### src/rtl/ilsb_pkg.sv
package ilsb_pkg;
  localparam int BEAT_W      = 64;
  localparam int LINE_BEATS  = 4;
  localparam int HW_W        = 16;
  localparam int LINE_W      = BEAT_W * LINE_BEATS;
  localparam int BEAT_IDX_W  = $clog2(LINE_BEATS);
  localparam int HW_PER_BEAT = BEAT_W / HW_W;
  localparam int HW_IDX_W    = $clog2(HW_PER_BEAT);
  localparam int HW_LSB      = $clog2(HW_W / 8);
  localparam int BEAT_LSB    = HW_LSB + HW_IDX_W;
  localparam int OFF_W       = BEAT_LSB + BEAT_IDX_W;

  // strobes from control to datapath
  typedef struct packed {
    logic                  startFill;
    logic                  beatWr;
    logic                  lastBeat;
    logic [BEAT_IDX_W-1:0] beatNum;
  } fillStrb_t;
endpackage

### src/rtl/ilsb_dpath.sv
module ilsb_dpath
  import ilsb_pkg::*;
#(
  parameter int ADDR_W = 16
) (
  input  logic              clk,
  input  logic              rstN,
  input  fillStrb_t         strb,
  input  logic              bypassWr,
  input  logic              bypassVal,
  input  logic              fetchReq,
  input  logic [ADDR_W-1:0] fetchAddr,
  input  logic              fetchCacheable,
  input  logic              cacheHit,
  input  logic [BEAT_W-1:0] busBeatData,
  output logic              fetchValid,
  output logic [HW_W-1:0]   fetchData,
  output logic              missNow,
  output logic [ADDR_W-1:0] busAddr,
  output logic              copyValid,
  output logic [ADDR_W-1:0] copyAddr,
  output logic [LINE_W-1:0] copyData
);
  localparam int TAG_W = ADDR_W - OFF_W;

  logic [LINE_BEATS-1:0][BEAT_W-1:0] lineData;
  logic [LINE_BEATS-1:0]             beatHave;
  logic [TAG_W-1:0]                  lineTag;
  logic [BEAT_IDX_W-1:0]             critBeat;
  logic                              lineValid;
  logic                              lineCopyable;
  logic                              bypassOn;

  logic [TAG_W-1:0]      reqTag;
  logic [BEAT_IDX_W-1:0] reqBeat;
  logic [HW_IDX_W-1:0]   reqHw;
  logic [BEAT_IDX_W-1:0] wrSlot;
  logic [BEAT_W-1:0]     beatWord;
  logic                  active;
  logic                  bufHit;

  assign reqTag  = fetchAddr[ADDR_W-1:OFF_W];
  assign reqBeat = fetchAddr[OFF_W-1:BEAT_LSB];
  assign reqHw   = fetchAddr[BEAT_LSB-1:HW_LSB];
  assign wrSlot  = critBeat + strb.beatNum;

  // the cache serves cacheable hits unless bypass forces a miss
  assign active  = fetchReq && !(fetchCacheable && cacheHit && !bypassOn);
  assign bufHit  = active && (reqTag == lineTag) && (lineValid || beatHave[reqBeat]);
  assign missNow = active && !bufHit;

  always_comb beatWord = lineData[reqBeat];
  assign fetchValid = bufHit;
  assign fetchData  = beatWord[reqHw*HW_W +: HW_W];

  assign busAddr   = {lineTag, critBeat, {BEAT_LSB{1'b0}}};
  assign copyValid = strb.startFill && lineValid && lineCopyable && !bypassOn;
  assign copyAddr  = {lineTag, {OFF_W{1'b0}}};
  assign copyData  = lineData;

  always_ff @(posedge clk) begin
    if (!rstN) begin
      lineData     <= '0;
      beatHave     <= '0;
      lineTag      <= '0;
      critBeat     <= '0;
      lineValid    <= 1'b0;
      lineCopyable <= 1'b0;
      bypassOn     <= 1'b1;
    end else begin
      if (bypassWr) bypassOn <= bypassVal;
      if (strb.startFill) begin
        lineValid    <= 1'b0;
        beatHave     <= '0;
        lineTag      <= reqTag;
        critBeat     <= reqBeat;
        lineCopyable <= fetchCacheable && !bypassOn;
      end
      if (strb.beatWr) begin
        lineData[wrSlot] <= busBeatData;
        beatHave[wrSlot] <= 1'b1;
        if (strb.lastBeat) lineValid <= 1'b1;
      end
    end
  end

  // a line turns valid only with all beats present
  assert_full_line_R1: assert property (@(posedge clk) disable iff (!rstN)
    $rose(lineValid) |-> (&beatHave))
    else $error("line valid without all beats");

  // burst address names the beat of the missing fetch
  assert_crit_first_R3: assert property (@(posedge clk) disable iff (!rstN)
    strb.startFill |=> busAddr[OFF_W-1:BEAT_LSB] == $past(fetchAddr[OFF_W-1:BEAT_LSB]))
    else $error("critical beat not requested first");

  // bypass comes out of reset enabled
  assert_reset_bypass_R8: assert property (@(posedge clk) disable iff (!rstN)
    !$past(rstN) |-> bypassOn)
    else $error("bypass off after reset");
endmodule

### src/rtl/ilsb_ctrl.sv
module ilsb_ctrl
  import ilsb_pkg::*;
(
  input  logic      clk,
  input  logic      rstN,
  input  logic      missNow,
  input  logic      busAck,
  input  logic      busBeatValid,
  output fillStrb_t strb,
  output logic      busReq
);
  typedef enum logic [1:0] {S_IDLE, S_REQ, S_FILL} fillState_t;

  fillState_t            state;
  logic [BEAT_IDX_W-1:0] beatCnt;

  always_comb begin
    strb.startFill = (state == S_IDLE) && missNow;
    strb.beatWr    = (state == S_FILL) && busBeatValid;
    strb.lastBeat  = strb.beatWr && (beatCnt == BEAT_IDX_W'(LINE_BEATS - 1));
    strb.beatNum   = beatCnt;
  end
  assign busReq = (state == S_REQ);

  always_ff @(posedge clk) begin
    if (!rstN) begin
      state   <= S_IDLE;
      beatCnt <= '0;
    end else begin
      case (state)
        S_IDLE: if (strb.startFill) state <= S_REQ;
        S_REQ: if (busAck) begin
          state   <= S_FILL;
          beatCnt <= '0;
        end
        S_FILL: if (strb.beatWr) begin
          beatCnt <= beatCnt + 1'b1;
          if (strb.lastBeat) state <= S_IDLE;
        end
        default: state <= S_IDLE;
      endcase
    end
  end

  // the fourth beat closes the burst
  assert_four_beats_R2: assert property (@(posedge clk) disable iff (!rstN)
    strb.lastBeat |=> (state == S_IDLE))
    else $error("burst not closed after last beat");

  // request held until accepted
  assert_req_hold_R2: assert property (@(posedge clk) disable iff (!rstN)
    busReq && !busAck |=> busReq)
    else $error("request dropped before ack");
endmodule

### src/rtl/iline_stream_buf.sv
module iline_stream_buf
  import ilsb_pkg::*;
#(
  parameter int ADDR_W = 16
) (
  input  logic              clk,
  input  logic              rstN,
  input  logic              bypassWr,
  input  logic              bypassVal,
  input  logic              fetchReq,
  input  logic [ADDR_W-1:0] fetchAddr,
  input  logic              fetchCacheable,
  input  logic              cacheHit,
  output logic              fetchValid,
  output logic [HW_W-1:0]   fetchData,
  output logic              busReq,
  output logic [ADDR_W-1:0] busAddr,
  input  logic              busAck,
  input  logic              busBeatValid,
  input  logic [BEAT_W-1:0] busBeatData,
  output logic              copyValid,
  output logic [ADDR_W-1:0] copyAddr,
  output logic [LINE_W-1:0] copyData
);
  fillStrb_t strb;
  logic      missNow;

  ilsb_ctrl uCtrl (
    .clk(clk), .rstN(rstN), .missNow(missNow), .busAck(busAck),
    .busBeatValid(busBeatValid), .strb(strb), .busReq(busReq)
  );

  ilsb_dpath #(.ADDR_W(ADDR_W)) uDpath (
    .clk(clk), .rstN(rstN), .strb(strb), .bypassWr(bypassWr), .bypassVal(bypassVal),
    .fetchReq(fetchReq), .fetchAddr(fetchAddr), .fetchCacheable(fetchCacheable),
    .cacheHit(cacheHit), .busBeatData(busBeatData), .fetchValid(fetchValid),
    .fetchData(fetchData), .missNow(missNow), .busAddr(busAddr),
    .copyValid(copyValid), .copyAddr(copyAddr), .copyData(copyData)
  );

  // address stable while the request waits
  assert_addr_hold_R2: assert property (@(posedge clk) disable iff (!rstN)
    busReq && !busAck |=> $stable(busAddr))
    else $error("bus address changed before ack");

  // a line copy is followed by the refill request
  assert_copy_then_req_R5: assert property (@(posedge clk) disable iff (!rstN)
    copyValid |=> busReq)
    else $error("copy without refill");

  // nothing served while the burst is still being requested
  assert_no_early_data_R4: assert property (@(posedge clk) disable iff (!rstN)
    busReq |-> !fetchValid)
    else $error("data served before any beat");
endmodule

### config.mk
export PLATFORM = sky130hd
export DESIGN_NAME = iline_stream_buf
export DESIGN_NICKNAME = d
export VERILOG_FILES = /design/src/rtl/ilsb_pkg.sv /design/src/rtl/ilsb_dpath.sv /design/src/rtl/ilsb_ctrl.sv /design/src/rtl/iline_stream_buf.sv
export SDC_FILE = /design/constraint.sdc
export NUM_CORES = 1
export LEC_CHECK = 0
export BUFFER_PORTS_ARGS = -buffer_cell sky130_fd_sc_hd__buf_2
export CAP_MARGIN = 5
export CELL_PAD_IN_SITES_DETAIL_PLACEMENT = 0
export CELL_PAD_IN_SITES_GLOBAL_PLACEMENT = 1
export CORE_AREA = 2 2 197 199
export DETAILED_ROUTE_END_ITERATION = 12
export DIE_AREA = 0 0 199 201
export PLACE_DENSITY_LB_ADDON = 0.1
export REMOVE_ABC_BUFFERS = 1
export SETUP_SLACK_MARGIN = 0.2
export SYNTH_ARGS = -nofsm -noshare
export SYNTH_HDL_FRONTEND = slang
export SYNTH_SLANG_ARGS = --single-unit
### constraint.sdc
create_clock -name clk -period 2 [get_ports clk]
set_clock_uncertainty 0.15 [all_clocks]
set_input_delay 0.2 -clock clk [delete_from_list [all_inputs] [get_ports clk]]
set_output_delay 0.2 -clock clk [all_outputs]
set_load 0.02 [all_outputs]
==> reports/qor.txt <==
Initial Utilization - 33.3%
most common cell after layout, fill and taps aside - buf_2
1st-iter DRT viols - 755
H-tree lvl count - 2
PD cells - 594 nW/µm²
routed via count - 13.3k
total iterations of the first detailed-routing run - 4
mux contribution to synthesized area - 15.6%
post-route non-filler standard cell count - 2619
Synth Instances - 1369
# clock sinks - 280
Post-DP Area - 15900 µm²
Pint - 10400 µW
Final Instance Area - 23200 µm²
share of cells above drive strength 1 - 65.5%
syn avg cell area - 9.26 µm²
min cycle time layout - 2.34 ns
Max Cap Viol - 0
CP Launch Type - flip-flop
Crit path max-delay family - multiplexers
Final #Nets - 2166
crit-path max FO - 3
critical path class - reg -> out
outcome - finished, violations left
total CTS buffers - 35
number of synthesized flops with an enable pin - 0
Antenna diodes - 0
final setup violation count - 291
Min-Delay Endpoint - uCtrl.beatCnt[0]$_SDFFE_PN0P_
Yosys reg bits - 280
Fmax - 0.427 GHz
post-synthesis sequential area ratio - 44.2%
Hold Fails Final Rpt - 0
RSZ-0062 raised after global routing - true
Compound-Gate Fraction of Synth Area - 15.8%
Synth Area in Adders - 0.197%
CP max stage cell - mux4_2
initial antenna violation count - 0
Placed Instances - 2275
Critical Path End Type - output port
Unique masters post-synth - 39
crit share post-route - 117%
Post-DP HPWL - 32.1 mm
largest family of logic cells by synthesized area - simple AND/OR/NAND/NOR gates
vias in the first global route - 12.9k
overall routing resource usage - 28.8%
FF-to-FF Start - uCtrl.beatCnt[0]$_SDFFE_PN0P_
CP Data Arrival Time - 1.99 ns
global route overflow - 0
WL final - 60.2 mm
final hold slack - 0.0535 ns
die area - 40000 µm²
Yosys warning count - 0
first-pass GRT wire length - 85.1 mm
Synth Area in Simple Gates - 17.9%
CTS Root Cell - clkbuf_16
Mapped Area - 12700 µm²
Final WS setup - -0.340 ns
XOR/XNOR Fraction of Synth Area - 0.957%
CTS tree - built
gp weighted congestion - 0.782
Worst Hold Path Cells - 4
failing checks - setup timing
Post-synth top flop - dfxtp_1
combinational cell fraction of total power - 11.9%
reg-to-reg slack, setup - -0.29 ns
Routed wire per std cell - 23.0 µm
Slew Viols, Final - 0
switching part of the total power - 24.7%
Die H - 201 µm
port bufs - 386
Critical path buffers and inverters - 1
Seq pwr share - 41.3%
Remaining DRCs - 0
post-synthesis async set-or-reset flop share - 0%
Worst Hold Class - in -> reg
leak pwr - 0.0101 µW
Switching Power - 3410 µW
most frequent CP cell - mux4_2
most frequent cells in the layout - buf_2, nand2_1, a21boi_1
critical path cell sequence - mux4_2 > mux4_2 > buf_6
max incr delay on CP - 0.51 ns
RR Endpoint - uDpath.copyData[172]$_SDFFE_PN0P_
Core Area - 38100 µm²
CTS clk-pin slew, worst paths - 0.06 ns
r2r worst-path depth - 12
Final ANT Viol Nets - 0
clock share of power - 46.8%
via/cell ratio - 5.06
Worst EP required - 1.65 ns
Std-Cell Rows - 72
Die W - 199 µm
HP Start - busBeatValid
Skew-Pair Late Insertion Delay - 0.50 ns
P&R area growth vs syn - 83.2%
Peak VDD IR - 0.467 mV
pin count of the biggest net entering global routing - 72
IO Pins - 396
clock tree buffer depth - 3
==> layer usage <==
metal  part of all wire (%)  GRT usage (%)  up-vias
met3                    6.6           5.63      120
met1                     42           37.3     6618
met2                     49           48.8      469
li1                       -              -     6056
met5                      0              0        -
met4                    3.1           7.86        0
==> cell families (layout without fill, tap and decap cells) <==
kind of cell / Yosys count / after routing
buffers and inverters: 126 / 849
other: 1 / 8
and+or+nand+nor: 582 / 584
adders and majority gates: 2 / 2
xor gates and xnor gates: 13 / 13
muxes: 96 / 96
AOI/OAI and AO/OA: 269 / 269
DFF: 280 / 280
==> final cells by class <==
class,count,area [µm²]
Fill cell,3228,14900
Tap cell,518,648
Sequential cell,280,5810
Multi-Input combinational cell,972,8340
Clock buffer,57,1110
Timing Repair Buffer,786,7270
Clock inverter,6,55.1
==> worst register-to-register path, stage by stage (launching register included) <==
cell and delay, ns:
dfxtp_2 0.33, ha_4 0.17, xor2_4 0.19, xnor2_4 0.18, buf_12 0.15, buf_6 0.11
buf_6 0.11, nor3_4 0.16, buf_6 0.20, buf_12 0.12, buf_16 0.13, nand2_2 0.06
a21boi_1 0.15
==> flip-flops by register name (all words and copies together) (netlist names) <==
register	flops
uDpath.lineCopyable	1
uCtrl.beatCnt	2
uDpath.lineTag	11
uDpath.lineValid	1
uDpath.bypassOn	1
uDpath.critBeat	2
uDpath.copyData	256
uDpath.beatHave	4
uCtrl.state	2
==> what timing repair did <==
| action | CTS | global route |
|---|---|---|
| pin swaps | 157 | 339 |
| setup buffers | 108 | 35 |
| cloned | 52 | 5 |
| gates resized for setup | 441 | 561 |
| endpoints found under the hold margin | 280 | 0 |
| setup endpoints to repair | 294 | 294 |
| hold buffers | 81 | 0 |
==> how the worst max path moves through the flow <==
stage	start	end	slack (ns)	cells after the start
global placement	fetchAddr[4]	fetchData[7]	-0.23	6
finish	uDpath.copyData[70]$_SDFFE_PN0P_	fetchData[6]	-0.34	3
detailed placement	fetchAddr[4]	fetchData[13]	-0.25	6
CTS	uDpath.copyData[215]$_SDFFE_PN0P_	fetchData[7]	-0.34	3
floorplan	uDpath.critBeat[0]$_SDFFE_PN0P_	uDpath.copyData[192]$_SDFFE_PN0P_	-1.43	6
global route	uDpath.copyData[94]$_SDFFE_PN0P_	fetchData[14]	-0.35	3
==> power by group through the flow <==
stage | clock network (µW) | logic (µW) | registers, µW
6_report | 6460 | 1640 | 5700
5_1_grt | 6750 | 1720 | 5710
3_5_place_dp | 0 | 1070 | 5820
2_1_floorplan | 0 | 340 | 5900
4_1_cts | 6530 | 1460 | 5700
3_3_place_gp | 0 | 1060 | 5820
==> stage by stage <==
step	setup WS (ns)	TNS [ns]	utilization, %	total power [µW]
final	-0.340	-51.92	61.0	13800
after global routing	-0.355	-71.09	61.0	14200
after CTS	-0.343	-45.91	55.3	13700
after detailed placement	-0.251	-19.64	41.8	6890
after global placement	-0.235	-13.18	41.8	6880
after floorplan	-1.43	-290.22	-	6240
==> synthesized netlist by cell type, types with 5 or more instances <==
library cell	n	share of area [%]
a21boi_1	98	5.8
buf_4	31	1.8
buf_1	11	0.33
o21ai_0	7	0.28
mux2i_1	15	1.2
dfxtp_1	280	44
xnor2_1	11	0.76
clkbuf_1	41	1.2
nand2_1	553	16
mux4_2	81	14
nand3b_1	5	0.30
a21boi_0	158	9.4
buf_2	39	1.5
Power figures use the tool's default switching activity.
